<file path="src/rtl/bds_pkg.sv">
package bds_pkg;

   // quarter-bit phases per bit period
   localparam int unsigned QPB      = 4;
   // field bits that select the sampling phase in split mode
   localparam int unsigned PH_W     = 2;
   // default sampling point in combined mode, in quarter-bits
   localparam int unsigned LOW_BASE = 3;

   // history depth needed to reach the largest combined-mode delay
   function automatic int unsigned hist_depth(input int unsigned fw);
      return LOW_BASE + (1 << fw) - 1 + 2;
   endfunction

endpackage

</file>
<file path="src/rtl/bds_regs.sv">
module bds_regs
   import bds_pkg::*;
#(
   parameter int unsigned NS = 8,
   parameter int unsigned FW = 5,
   parameter int unsigned RW = 16,
   parameter int unsigned AW = 3
) (
   input  logic                   clk,
   input  logic                   rst_n,
   input  logic                   wr_en,
   input  logic [AW-1:0]          wr_addr,
   input  logic [RW-1:0]          wr_data,
   input  logic [AW-1:0]          rd_addr,
   output logic [RW-1:0]          rd_data,
   output logic [NS-1:0][FW-1:0]  fld_o
);

   logic [FW-1:0] fld_q [NS];

   for (genvar g = 0; g < NS; g++) begin : g_reg
      always_ff @(posedge clk) begin
         if (!rst_n)
            fld_q[g] <= '0;
         else if (wr_en && (int'(wr_addr) == g))
            fld_q[g] <= wr_data[FW-1:0];
      end
      assign fld_o[g] = fld_q[g];
   end

   always_comb begin
      rd_data = '0;
      if (int'(rd_addr) < NS)
         rd_data[FW-1:0] = fld_q[rd_addr];
   end


   wr_readback_chk: assert property (@(posedge clk) disable iff (!rst_n)
      (wr_en && (int'(wr_addr) < NS)) |=> (fld_q[$past(wr_addr)] == $past(wr_data[FW-1:0])));


   rd_upper_zero_chk: assert property (@(posedge clk) disable iff (!rst_n)
      (rd_data >> FW) == '0);

endmodule

</file>
<file path="src/rtl/bds_history.sv">
module bds_history #(
   parameter int unsigned DEPTH = 36
) (
   input  logic             clk,
   input  logic             rst_n,
   input  logic             din,
   output logic [DEPTH-1:0] hist_o
);

   logic [DEPTH-1:0] hist_q;

   always_ff @(posedge clk) begin
      if (!rst_n)
         hist_q <= '0;
      else
         hist_q <= {hist_q[DEPTH-2:0], din};
   end

   assign hist_o = hist_q;

endmodule

</file>
<file path="src/rtl/bds_pick.sv">
module bds_pick
   import bds_pkg::*;
#(
   parameter int unsigned FW    = 5,
   parameter int unsigned DEPTH = 36,
   parameter int unsigned TAP_W = 6
) (
   input  logic             clk,
   input  logic             rst_n,
   input  logic             strobe,
   input  logic             mode_hi,
   input  logic [FW-1:0]    fld,
   input  logic [DEPTH-1:0] hist,
   output logic             bit_o
);

   localparam int unsigned QSH = $clog2(QPB);
   localparam int unsigned DW  = TAP_W + 1;

   logic [DW-1:0] dq;
   logic [DW-1:0] tap;
   logic          bit_q;

   always_comb begin
      if (mode_hi)
         dq = DW'(fld[PH_W-1:0]) + DW'(1) + (DW'(fld[FW-1:PH_W]) << QSH);
      else
         dq = DW'(fld) + DW'(LOW_BASE);
      tap = DW'(DEPTH - 1) - dq;
   end

   always_ff @(posedge clk) begin
      if (!rst_n)
         bit_q <= 1'b0;
      else if (strobe)
         bit_q <= hist[tap[TAP_W-1:0]];
   end

   assign bit_o = bit_q;


   tap_range_chk: assert property (@(posedge clk) disable iff (!rst_n)
      strobe |-> ((tap >= DW'(1)) && (tap <= DW'(DEPTH - 2))));


   bit_hold_chk: assert property (@(posedge clk) disable iff (!rst_n)
      !strobe |=> $stable(bit_o));

endmodule

</file>
<file path="src/rtl/bit_delay_sampler.sv">
module bit_delay_sampler
   import bds_pkg::*;
#(
   parameter int unsigned NS = 8,
   parameter int unsigned FW = 5,
   parameter int unsigned RW = 16
) (
   input  logic                    clk,
   input  logic                    rst_n,
   input  logic                    bit_strobe,
   input  logic [NS-1:0]           din,
   input  logic                    mode_hi,
   input  logic                    wr_en,
   input  logic [$clog2(NS)-1:0]   wr_addr,
   input  logic [RW-1:0]           wr_data,
   input  logic [$clog2(NS)-1:0]   rd_addr,
   output logic [RW-1:0]           rd_data,
   output logic [NS-1:0]           dout,
   output logic                    dout_valid
);

   localparam int unsigned AW    = $clog2(NS);
   localparam int unsigned DEPTH = hist_depth(FW);
   localparam int unsigned TAP_W = $clog2(DEPTH);

   initial begin
      assert (NS >= 2) else $error("NS must be at least 2");
      assert (FW > PH_W) else $error("FW must exceed the phase width");
      assert (RW >= FW) else $error("RW must hold the field");
      assert (QPB == (1 << PH_W)) else $error("phase field must cover one bit");
   end

   logic [NS-1:0][FW-1:0] fld;
   logic                  valid_q;

   bds_regs #(.NS(NS), .FW(FW), .RW(RW), .AW(AW)) u_regs (
      .clk     (clk),
      .rst_n   (rst_n),
      .wr_en   (wr_en),
      .wr_addr (wr_addr),
      .wr_data (wr_data),
      .rd_addr (rd_addr),
      .rd_data (rd_data),
      .fld_o   (fld)
   );

   for (genvar s = 0; s < NS; s++) begin : g_line
      logic [DEPTH-1:0] hist;

      bds_history #(.DEPTH(DEPTH)) u_hist (
         .clk    (clk),
         .rst_n  (rst_n),
         .din    (din[s]),
         .hist_o (hist)
      );

      bds_pick #(.FW(FW), .DEPTH(DEPTH), .TAP_W(TAP_W)) u_pick (
         .clk     (clk),
         .rst_n   (rst_n),
         .strobe  (bit_strobe),
         .mode_hi (mode_hi),
         .fld     (fld[s]),
         .hist    (hist),
         .bit_o   (dout[s])
      );
   end

   always_ff @(posedge clk) begin
      if (!rst_n)
         valid_q <= 1'b0;
      else
         valid_q <= bit_strobe;
   end

   assign dout_valid = valid_q;


   valid_follow_chk: assert property (@(posedge clk) disable iff (!rst_n)
      bit_strobe |=> dout_valid);


   valid_src_chk: assert property (@(posedge clk) disable iff (!rst_n)
      dout_valid |-> $past(bit_strobe));

endmodule

</file>
<file path="config.mk">
export PLATFORM = sky130hd
export DESIGN_NAME = bit_delay_sampler
export DESIGN_NICKNAME = d
export VERILOG_FILES = /design/src/rtl/bds_pkg.sv /design/src/rtl/bds_regs.sv /design/src/rtl/bds_history.sv /design/src/rtl/bds_pick.sv /design/src/rtl/bit_delay_sampler.sv
export SDC_FILE = /design/constraint.sdc
export NUM_CORES = 1
export LEC_CHECK = 0
export BUFFER_PORTS_ARGS = -buffer_cell sky130_fd_sc_hd__buf_2
export CAP_MARGIN = 30
export CORE_MARGIN = 2
export CORE_UTILIZATION = 55
export CTS_CLUSTER_DIAMETER = 80
export DETAILED_ROUTE_END_ITERATION = 8
export MAX_ROUTING_LAYER = met4
export PLACE_DENSITY_LB_ADDON = 0.3
export SYNTH_ARGS = -nofsm -noshare
export SYNTH_HDL_FRONTEND = slang
export SYNTH_HIERARCHICAL = 1
export SYNTH_SLANG_ARGS = --single-unit
</file>
<file path="constraint.sdc">
create_clock -name clk -period 7.7 [get_ports clk]
set_input_delay 1.54 -clock clk [delete_from_list [all_inputs] [get_ports clk]]
set_output_delay 1.54 -clock clk [all_outputs]
set_load 0.01 [all_outputs]
</file>
# After elaboration in Yosys (flattened, before gate mapping)
# Memories as Yosys holds them, arrays and structs flattened.
# Cells that the tools add are included.
[op_classes]
addsub = 32
order_cmp = 8
n_eq_ne = 7
muxes = 57
bitwise = 8
reduce_logical = 9
[op_table]
columns = ["operator", "n"]
rows = [
  ["< comparator 6 x 7 -> 1 bit (second input constant)", 8],
  ["adder 3 x 5 -> 6 bit", 8],
  ["adder 5 x 2 -> 6 bit (second input constant)", 8],
  ["binary-select mux 1 bit (select 6 bit)", 8],
  ["2-to-1 mux 6 bit", 8],
  ["subtractor 6 bit (first input constant)", 8],
  ["2-to-1 mux 5 bit", 8],
  ["2-to-1 mux 1 bit", 33],
  ["adder 2 x 1 -> 3 bit (second input constant)", 8],
  ["equality test 3 bit (second input constant)", 4],
  ["logical AND 1 bit", 8],
  ["OR 1 bit", 8],
  ["equality test 3 x 2 -> 1 bit (second input constant)", 2],
  ["equality test 3 x 1 -> 1 bit (second input constant)", 1],
  ["zero test 3 bit", 1],
]
[word_totals]
ff_bits = 297
ram_bits = 40
input_bits = 35
output_inout_bits = 25
elab_cells = 139
memories = 1
[mem_list]
columns = ["memory", "words", "width", "read_ports", "rd_clocked_by_memory_dff", "write_ports", "line_no", "text"]
rows = [
  ["u_regs.fld_q", 8, 5, 9, 0, 8, "bds_regs.sv:19", "logic [FW-1:0] fld_q [NS];"],
]

# Longest topological paths before layout
# Gate-level depths: netlist of run 1.
# An unclocked memory read counts as a cell.
[depth]
ltp_word = 7
ltp_mapped = 12
ltp_nobuf = 11

# Modules after synthesis
# The synthesis of run 1 kept the hierarchy.
[by_module_without_submodules]
columns = ["mod", "n_inst", "cells_each", "area_each_um2", "seq_area_each_um2"]
rows = [
  ["bds_history", 8, 75, 1006.0, 720.7],
  ["bds_pick", 8, 61, 615.6, 20.0],
  ["bds_regs", 1, 139, 1974.4, 1201.2],
  ["bit_delay_sampler", 1, 2, 26.3, 20.0],
]

# Least setup slack after synthesis of run 1
# OpenSTA, ideal clock, no wires.
[synth_path]
path_kind = "input to output"
from = "in rd_addr[0]"
to = "out rd_data[0]"
t_arrival_ns = 2.491
t_required_ns = 6.160
setup_slack_ns = 3.669
stages = 3
path_buffers = 1
path_cell_list = "buf_6 > mux4_1 > mux2_2"
[synth_via]
elab_chain_cells = 1
[synth_rtl]
columns = ["element", "line_no", "text"]
rows = [
  ["start: declaration", "bit_delay_sampler.sv:16", "input logic [$clog2(NS)-1:0] rd_addr,"],
  ["memory (8 x 5 bit)", "-", ""],
  ["end: declaration", "bit_delay_sampler.sv:17", "output logic [RW-1:0] rd_data,"],
]
# Every way passes these cells.

# Worst setup path in the final report of run 1
[layout_path]
from = "in rd_addr[0]"
to = "out rd_data[4]"
# Same word-level chain as after synthesis.

==> results.yml, run 1 <==
detailed_routing:
  drc: 0
  drt-wirelength-per-cell_um: 16.1
  dr.first_iter.drc_count: 503
  ant_nets: 0
  wl_um: 26100
  first_pass_iters: 7
  vias: 9031
  via_per_inst: 5.58
power:
  power_leakage_uw: 0.00706
  p_per_area_nw_per_um2: 243
  irDropWorstVdd_mv: 0.196
timing:
  fin_crit_sh: 0.571
  fin_ws_ns: 3.31
  setup_violations: 0
  hold_viol_final: 0
  rsz0062_at_grt: "false"
  finClkSkew_ns: 0.0155
  fmax_ghz: 0.228
  period_needed_ns: 4.39
  maxSlewViolCount: 0
  slew-limit-headroom: 0.443
  tns_ns: 0
  worstMarginPinSlew_ns: 0.835
cells_and_area:
  drive_gt1_frac: 0.322
  syn2layout_area_growth_pct: 10.1
  nets: 1305
  layout_common_cells: "dfxtp_1, and2_2, mux4_1"
  final_common_cell: "dfxtp_1"
clock_tree:
  hold_buffers: 0
  htree_num_levels: 2
  cts.clk_slew.worst_paths_ns: 0.06
  cts_root_buffer: "clkbuf_16"
  cts.sinks: 337
  insertion_delay_ns: 0.53
  cts_tree: "done"
  cts_max_path_buffers: 3
  numCtsBuffers: 36
  cts_resized: 0
  cts_setup_buffers: 0
worst_setup_path:
  crit_path_start_kind: "primary input"
  required_ns: 6.16
  cp-end-kind: "output port"
  cp_common_cell: "buf_2"
  slowest_delay_ns: 0.62
  critPathTopFamily: "multiplexers"
  path_class: "in2out"
  path_cells: "buf_2 > mux4_1 > mux2_2 > buf_2"
  crit_arrival_ns: 2.85
  cp_max_fo: 10
  critPathSlowestCell: "mux4_1"
  path_buf_inv: 2
floorplan:
  die_area_um2: 28600
  dieHeight_um: 169
  start_util: 0.557
  core_region_area_um2: 26900
  die_w_um: 169
  ios: 60
  rows: 60
global_route:
  antenna_found_initial: 6
  grt_pass1_vias: 8893
  grt_pass1_wl_um: 43800
  grt_max_degree: 124
  grt-ovfl-total: 0
  grt_use_total: 0.193
yosys:
  synthDistinctLibCells: 39
  netlist_area_um2: 15000
  ys_seq_area_frac: 0.477
  syn_area_per_cell_um2: 12.2
  synthCells: 1229
  ys_ff_latch: 337
  synth.yosys.warnings: 6
min_path:
  holdCritPathClass: "reg2reg"
status:
  status: "finished clean"
place:
  port_buffers: 37
  dp_hpwl_um: 17100
  place_congestion: 0.788
  dp_slack_ns: 3.28
job:
  drv_cap: 0
==> layout make-up <==
cell class | instances | area (µm²)
diodes | 6 | 15.0
clock buffers | 52 | 1140
clock inverters | 12 | 150
fillers | 2100 | 10400
inverters | 45 | 169
multi-input cells | 786 | 7220
flip-flops and latches | 337 | 7150
well taps | 341 | 427
repair buffers | 40 | 226
==> Yosys cell counts <==
cell | number | area (µm²)
dfxtp_1 | 297 | 5950
and2_2 | 288 | 2160
mux4_1 | 82 | 2150
nand4_1 | 48 | 300
inv_1 | 45 | 169
edfxtp_1 | 40 | 1200
nor3_1 | 38 | 190
o211ai_1 | 32 | 240
nand2_1 | 26 | 97.6
clkbuf_2 | 24 | 120
ha_1 | 24 | 300
xor2_1 | 24 | 210
o21ai_0 | 22 | 110
clkbuf_1 | 19 | 71.3
nor4_1 | 18 | 113
mux2i_1 | 16 | 160
nor2_1 | 16 | 60.1
o21ai_1 | 16 | 80.1
o22ai_1 | 16 | 100
buf_4 | 11 | 82.6
nand2b_1 | 11 | 68.8
and2_1 | 9 | 56.3
nand3_1 | 9 | 45.0
a21o_1 | 8 | 60.1
a41oi_1 | 8 | 70.1
buf_2 | 8 | 40.0
bufbuf_8 | 8 | 150
maj3_2 | 8 | 90.1
nand4b_1 | 8 | 70.1
o21a_1 | 8 | 60.1
or2_1 | 8 | 50.1
or3_1 | 8 | 50.1
xnor2_1 | 8 | 70.1
xnor2_2 | 8 | 130
mux2_2 | 5 | 56.3
o31ai_1 | 2 | 15.0
buf_6 | 1 | 11.3
conb_1 | 1 | 3.75
nand3b_1 | 1 | 7.51
==> through the flow <==
| stage | hold slack, ns | power [µW] | area (µm²) | instances | utilization |
|---|---|---|---|---|---|
| after floorplan | 0.436 | 2140 | 15000 | 1239 | - |
| after CTS | 0.464 | 4050 | 16500 | 1612 | 0.612 |
| after global placement | 0.445 | 2210 | 15200 | 1548 | 0.564 |
| final | 0.460 | 4000 | 16500 | 1619 | 0.614 |
| after global routing | 0.475 | 4160 | 16500 | 1619 | 0.614 |
| after detailed placement | 0.453 | 2220 | 15200 | 1548 | 0.564 |
==> logic make-up (layout without fill, tap and decap cells) <==
kind of cell | count (synthesis) | in the layout | share of synthesized area
and+or+nand+nor | 488 | 488 | 0.218
DFF | 337 | 337 | 0.477
buffers and inverters | 116 | 149 | 0.0430
AOI/OAI and AO/OA | 112 | 112 | 0.0491
muxes | 103 | 103 | 0.158
xor gates and xnor gates | 40 | 40 | 0.0274
adders and majority gates | 32 | 32 | 0.0261
other | 1 | 17 | 0.000250
==> registers in the layout, indices dropped and copies added (netlist names) <==
name	flops
g_line.u_pick/bit_o	8
dout_valid	1
g_line.u_hist/hist_o	288
u_regs/fld_q	40
==> final timing paths <==
kind	from	to	slack, ns	cells past startpoint
min	g_line[6].u_hist/hist_o[7]$_SDFF_PN0_	g_line[6].u_hist/hist_o[8]$_SDFF_PN0_	0.46	1
min reg2reg	g_line[6].u_hist/hist_o[7]$_SDFF_PN0_	g_line[6].u_hist/hist_o[8]$_SDFF_PN0_	0.46	1
max	rd_addr[0]	rd_data[4]	3.31	4
max reg2reg	u_regs/fld_q[1][0]$_SDFFCE_PN0P_	g_line[1].u_pick/bit_o$_SDFFE_PN0P_	4.69	11
==> per-layer routing <==
| layer | share of wire | up-vias | track usage |
|---|---|---|---|
| li1 | - | 4472 | - |
| met5 | 0 | - | - |
| met2 | 0.45 | 153 | 0.291 |
| met3 | 0.045 | 38 | 0.0376 |
| met4 | 0.018 | 0 | 0.0643 |
| met1 | 0.49 | 4368 | 0.263 |
==> report_power, final <==
part           switching, µW  leakage [µW]  internal, µW  total [µW]
clock                    693      0.000633          1130        1830
sequential              43.2       0.00278          1800        1840
combinational            194       0.00364           141         335
Power figures use the tool's default switching activity.
==> run 2, diff against run 1 <==
==> constraint.sdc (replaced) <==
create_clock -name clk -period 4.1 [get_ports clk]
set_input_delay 0.82 -clock clk [delete_from_list [all_inputs] [get_ports clk]]
set_output_delay 0.82 -clock clk [all_outputs]
set_load 0.01 [all_outputs]
==> run 2 against run 1 <==
Net effect: clock skew fell by 0.0034 ns; critical path depth fell by 1; register-to-register slack got worse by 3.6 ns; non-clock buffer count did not move; final area fell by 0.27%; count of clock-buffer cells in the layout rose by 2; sequential share of layout area rose by 0.12 points; clock power rose by 81%; flip-flop and latch count did not move; final cell count barely moved; via count rose by 0.17%; critical path type is now reg2out; critical endpoint is now rd_data[0]; largest power group unchanged.
==> results.yml, run 2 (synthesized netlist as in run 1, its figures left out) <==
status:
  status: "finished clean"
place:
  port_buffers: 37
  dp_hpwl_um: 17500
  place_congestion: 0.813
  dp.cells: 1549
detailed_routing:
  via_per_inst: 5.58
  ant_nets: 0
  wl_um: 26500
  drt-wirelength-per-cell_um: 16.4
  drc: 0
  vias: 9046
  first_pass_iters: 5
  dr.first_iter.drc_count: 489
power:
  p_sw_uw: 1740
  seqPwrFrac: 0.468
  p_total_uw: 7410
  p_sw_frac: 0.235
  irDropWorstVdd_mv: 0.320
  power_leakage_uw: 0.00705
  combPwrFrac: 0.085
  clock_power_share: 0.447
  p_per_area_nw_per_um2: 450
  p_int_uw: 5670
floorplan:
  rows: 60
  ios: 60
  die_w_um: 169
  die_area_um2: 28600
  dieHeight_um: 169
  core_region_area_um2: 26900
  start_util: 0.557
cells_and_area:
  fillers: 2080
  stdcell_count: 1620
  multi_input_area_um2: 7220
  syn2layout_area_growth_pct: 9.84
  layout_common_cells: "dfxtp_1, and2_2, mux4_1"
  nets: 1307
  drive_gt1_frac: 0.323
  largest_reg_flops: 288
  final_common_cell: "dfxtp_1"
  seq_area_um2: 7150
global_route:
  grt_pass1_wl_um: 44600
  antenna_found_initial: 5
  grt_pass1_vias: 8994
  grt_max_degree: 116
  grt_use_total: 0.197
  grt-ovfl-total: 0
clock_tree:
  cts.clk_slew.worst_paths_ns: 0.06
  cts.sinks: 337
  hold_buffers: 0
  cts_setup_buffers: 0
  insertion_delay_ns: 0.51
  cts_tree: "done"
  cts_root_buffer: "clkbuf_16"
  cts_max_path_buffers: 3
  numCtsBuffers: 38
  cts_resized: 0
  htree_num_levels: 2
timing:
  hold_viol_final: 0
  period_needed_ns: 3.12
  setup_violations: 0
  fin_worst_hold_slack_ns: 0.458
  rsz0062_at_grt: "false"
  worstMarginPinSlew_ns: 0.923
  fmax_ghz: 0.320
  tns_ns: 0
  finClkSkew_ns: 0.0121
  maxSlewViolCount: 0
  slew-limit-headroom: 0.385
  fin_crit_sh: 0.762
worst_setup_path:
  crit_arrival_ns: 2.30
  path_class: "reg2out"
  cp-end-kind: "output port"
  crit_path_start_kind: "flip-flop"
  cp_max_fo: 13
  required_ns: 3.28
job:
  drv_cap: 0
min_path:
  holdCritPathClass: "reg2reg"
-- run 2: cell types whose count changed in the layout (fill, tap and decap cells not counted) --
cell,delta
clkinv_2,+6
clkbuf_8,+3
bufinv_16,-2
clkinvlp_4,-2
inv_4,-2
clkbuf_16,-1
diode_2,-1
-- run 2: area by class of cell --
class                   count  share of cell area
repair buffers             40              0.0138
inverters                  45              0.0103
multi-input cells         786               0.439
well taps                 341              0.0259
flip-flops and latches    337               0.435
clock buffers              54              0.0701
clock inverters            12             0.00563
diodes                      5            0.000761
-- run 2: metal layers --
| layer | up-vias | routed length (µm) | GRT usage |
|---|---|---|---|
| met2 | 171 | 11900 | 0.300 |
| met3 | 51 | 1330 | 0.0358 |
| li1 | 4479 | - | - |
| met5 | - | 0 | - |
| met4 | 0 | 551 | 0.0658 |
| met1 | 4345 | 12700 | 0.267 |
-- run 2: worst max-delay path, stage by stage, from the launching register on --
cell	delay (ns)
edfxtp_1	0.69
mux4_1	0.63
mux2_2	0.31
buf_2	0.15
-- run 2: worst paths after layout --
kind                            slack (ns)  cells past startpoint                                  start                                    end
worst max-delay path                  0.98                      3       u_regs/fld_q[3][0]$_SDFFCE_PN0P_                             rd_data[0]
worst min-delay path                  0.46                      1  g_line[2].u_hist/hist_o[3]$_SDFF_PN0_  g_line[2].u_hist/hist_o[4]$_SDFF_PN0_
worst max register to register        1.12                     11       u_regs/fld_q[3][0]$_SDFFCE_PN0P_    g_line[3].u_pick/bit_o$_SDFFE_PN0P_
worst min register to register        0.46                      1  g_line[2].u_hist/hist_o[3]$_SDFF_PN0_  g_line[2].u_hist/hist_o[4]$_SDFF_PN0_
-- run 2: stage by stage --
stage	area, µm²	setup slack (ns)	utilization
detailed placement	15200	0.504	0.565
global route	16400	0.708	0.612
global placement	15200	0.562	0.565
floorplan	15000	1.51	-
CTS	16400	0.953	0.611
finish	16400	0.976	0.612
-- run 2: power groups by stage --
stage	Clock, µW	Combinational [µW]	Sequential [µW]
after floorplan	0	544	3480
after global placement	0	610	3540
after detailed placement	0	626	3540
after CTS	3390	629	3470
after global routing	3520	696	3470
final	3310	628	3470
==> run 3, diff against run 2 <==
==> constraint.sdc (replaced) <==
create_clock -name clk -period 3.2 [get_ports clk]
set_input_delay 0.64 -clock clk [delete_from_list [all_inputs] [get_ports clk]]
set_output_delay 0.64 -clock clk [all_outputs]
set_load 0.01 [all_outputs]
==> run 3 against run 2 <==
Net effect: sequential share of layout area down 0.33 points; combinational power up 38%; clock skew fell by 0.0017 ns; utilization up 0.47 points; flip-flop and latch count unchanged; final cell count grew 1.2%; critical path depth grew 1; via count about the same; total power grew 27%; non-clock buffer count increased by 22; critical path type unchanged; largest power group unchanged.
==> results.yml, run 3 (synthesized netlist as in run 1, its figures left out) <==
timing:
  tns_ns: 0
  slew-limit-headroom: 0.486
  hold_viol_final: 0
  fmax_ghz: 0.347
  rsz0062_at_grt: "false"
  maxSlewViolCount: 0
  period_needed_ns: 2.89
  worstMarginPinSlew_ns: 0.769
  fin_crit_sh: 0.902
  setup_violations: 0
  fin_ws_ns: 0.315
  finClkSkew_ns: 0.0104
cells_and_area:
  largest_reg_flops: 288
  final_common_cell: "dfxtp_1"
  syn2layout_area_growth_pct: 10.7
  drive_gt1_frac: 0.332
  nets: 1328
  layout_common_cells: "dfxtp_1, and2_2, mux4_1"
worst_setup_path:
  cp_max_fo: 8
  crit_path_start_kind: "flip-flop"
  worst-r2r-setup-slack_ns: 0.46
  r2r-start: "u_regs/fld_q[1][0]$_SDFFCE_PN0P_"
  crit_arrival_ns: 2.25
  path_class: "reg2out"
  required_ns: 2.56
  critPathTopFamily: "multiplexers"
  rr_worst_depth: 12
  path_cells: "buf_4 > mux4_1 > mux2_2 > buf_2"
  reg2reg_to: "g_line[1].u_pick/bit_o$_SDFFE_PN0P_"
  critPathSlowestCell: "edfxtp_1"
  slowest_delay_ns: 0.51
  path_buf_inv: 2
  cp-end-kind: "output port"
floorplan:
  start_util: 0.557
  core_region_area_um2: 26900
  die_area_um2: 28600
  die_w_um: 169
  dieHeight_um: 169
  ios: 60
  rows: 60
clock_tree:
  cts_tree: "done"
  numCtsBuffers: 37
  cts_max_path_buffers: 3
  cts.clk_slew.worst_paths_ns: 0.06
  cts.sinks: 337
  cts_resized: 0
  cts_root_buffer: "clkbuf_16"
  htree_num_levels: 2
  insertion_delay_ns: 0.51
  hold_buffers: 0
  cts_setup_buffers: 0
detailed_routing:
  dr.first_iter.drc_count: 462
  wl_um: 26300
  via_per_inst: 5.51
  ant_nets: 0
  first_pass_iters: 5
  drc: 0
  drt-wirelength-per-cell_um: 16.0
  vias: 9044
min_path:
  min_from: "din[0]"
  hold_path_end: "g_line[0].u_hist/hist_o[0]$_SDFF_PN0_"
  holdPathStages: 2
  holdCritPathClass: "in2reg"
power:
  p_total_uw: 9390
  p_per_area_nw_per_um2: 567
  irDropWorstVdd_mv: 0.356
  power_leakage_uw: 0.00713
job:
  drv_cap: 0
global_route:
  grt_pass1_wl_um: 44200
  antenna_found_initial: 5
  grt_pass1_vias: 9009
  grt_use_total: 0.194
  grt-ovfl-total: 0
  grt_max_degree: 168
place:
  dp_slack_ns: 0.314
  port_buffers: 37
  dp_hpwl_um: 17400
  place_congestion: 0.795
status:
  status: "finished clean"
==> run 3: final cells by class <==
type / count / area, µm²
repair buffers: 62 / 404
flip-flops and latches: 337 / 7150
clock buffers: 53 / 1110
multi-input cells: 786 / 7220
diodes: 5 / 12.5
fillers: 2101 / 10300
clock inverters: 11 / 87.6
well taps: 341 / 427
inverters: 45 / 169
==> run 3: routing by layer <==
metal	share of wire	track usage	routed length, µm
met2	0.44	0.296	11700
met4	0.018	0.0502	477
met3	0.054	0.0444	1420
met5	0	-	0
met1	0.48	0.264	12700
==> run 3: how the worst max path moves through the flow <==
stage,endpoint,depth (start not counted),startpoint
after floorplan,g_line[0].u_pick/bit_o$_SDFFE_PN0P_,12,u_regs/fld_q[0][0]$_SDFFCE_PN0P_
after global placement,g_line[6].u_pick/bit_o$_SDFFE_PN0P_,11,mode_hi
after detailed placement,g_line[6].u_pick/bit_o$_SDFFE_PN0P_,11,mode_hi
after CTS,rd_data[0],4,u_regs/fld_q[6][0]$_SDFFCE_PN0P_
after global routing,rd_data[0],4,u_regs/fld_q[6][0]$_SDFFCE_PN0P_
final,rd_data[0],4,u_regs/fld_q[6][0]$_SDFFCE_PN0P_
==> run 3: worst register-to-register path: cells and delay by family, from the launching register on <==
| kind | cells | cell delay [ns] |
|---|---|---|
| DFF | 1 | 0.44 |
| AOI/OAI and AO/OA | 3 | 0.48 |
| and+or+nand+nor | 3 | 0.61 |
| xor gates and xnor gates | 2 | 0.46 |
| buffers and inverters | 2 | 0.31 |
| adders and majority gates | 2 | 0.33 |
==> run 3: power by group <==
part	total [µW]	internal [µW]	switching [µW]
Clock	4120	2490	1630
Combinational	865	366	500
Sequential	4410	4340	74.4
Total	9390	7190	2210
==> run 3: through the flow <==
| stage | cell area (µm²) | utilization | std cells | hold WS, ns |
|---|---|---|---|---|
| after floorplan | 15000 | - | 1239 | 0.436 |
| after global placement | 15400 | 0.572 | 1571 | 0.441 |
| after detailed placement | 15400 | 0.572 | 1571 | 0.449 |
| after CTS | 16600 | 0.616 | 1635 | 0.327 |
| after global routing | 16600 | 0.617 | 1640 | 0.336 |
| final | 16600 | 0.617 | 1640 | 0.350 |
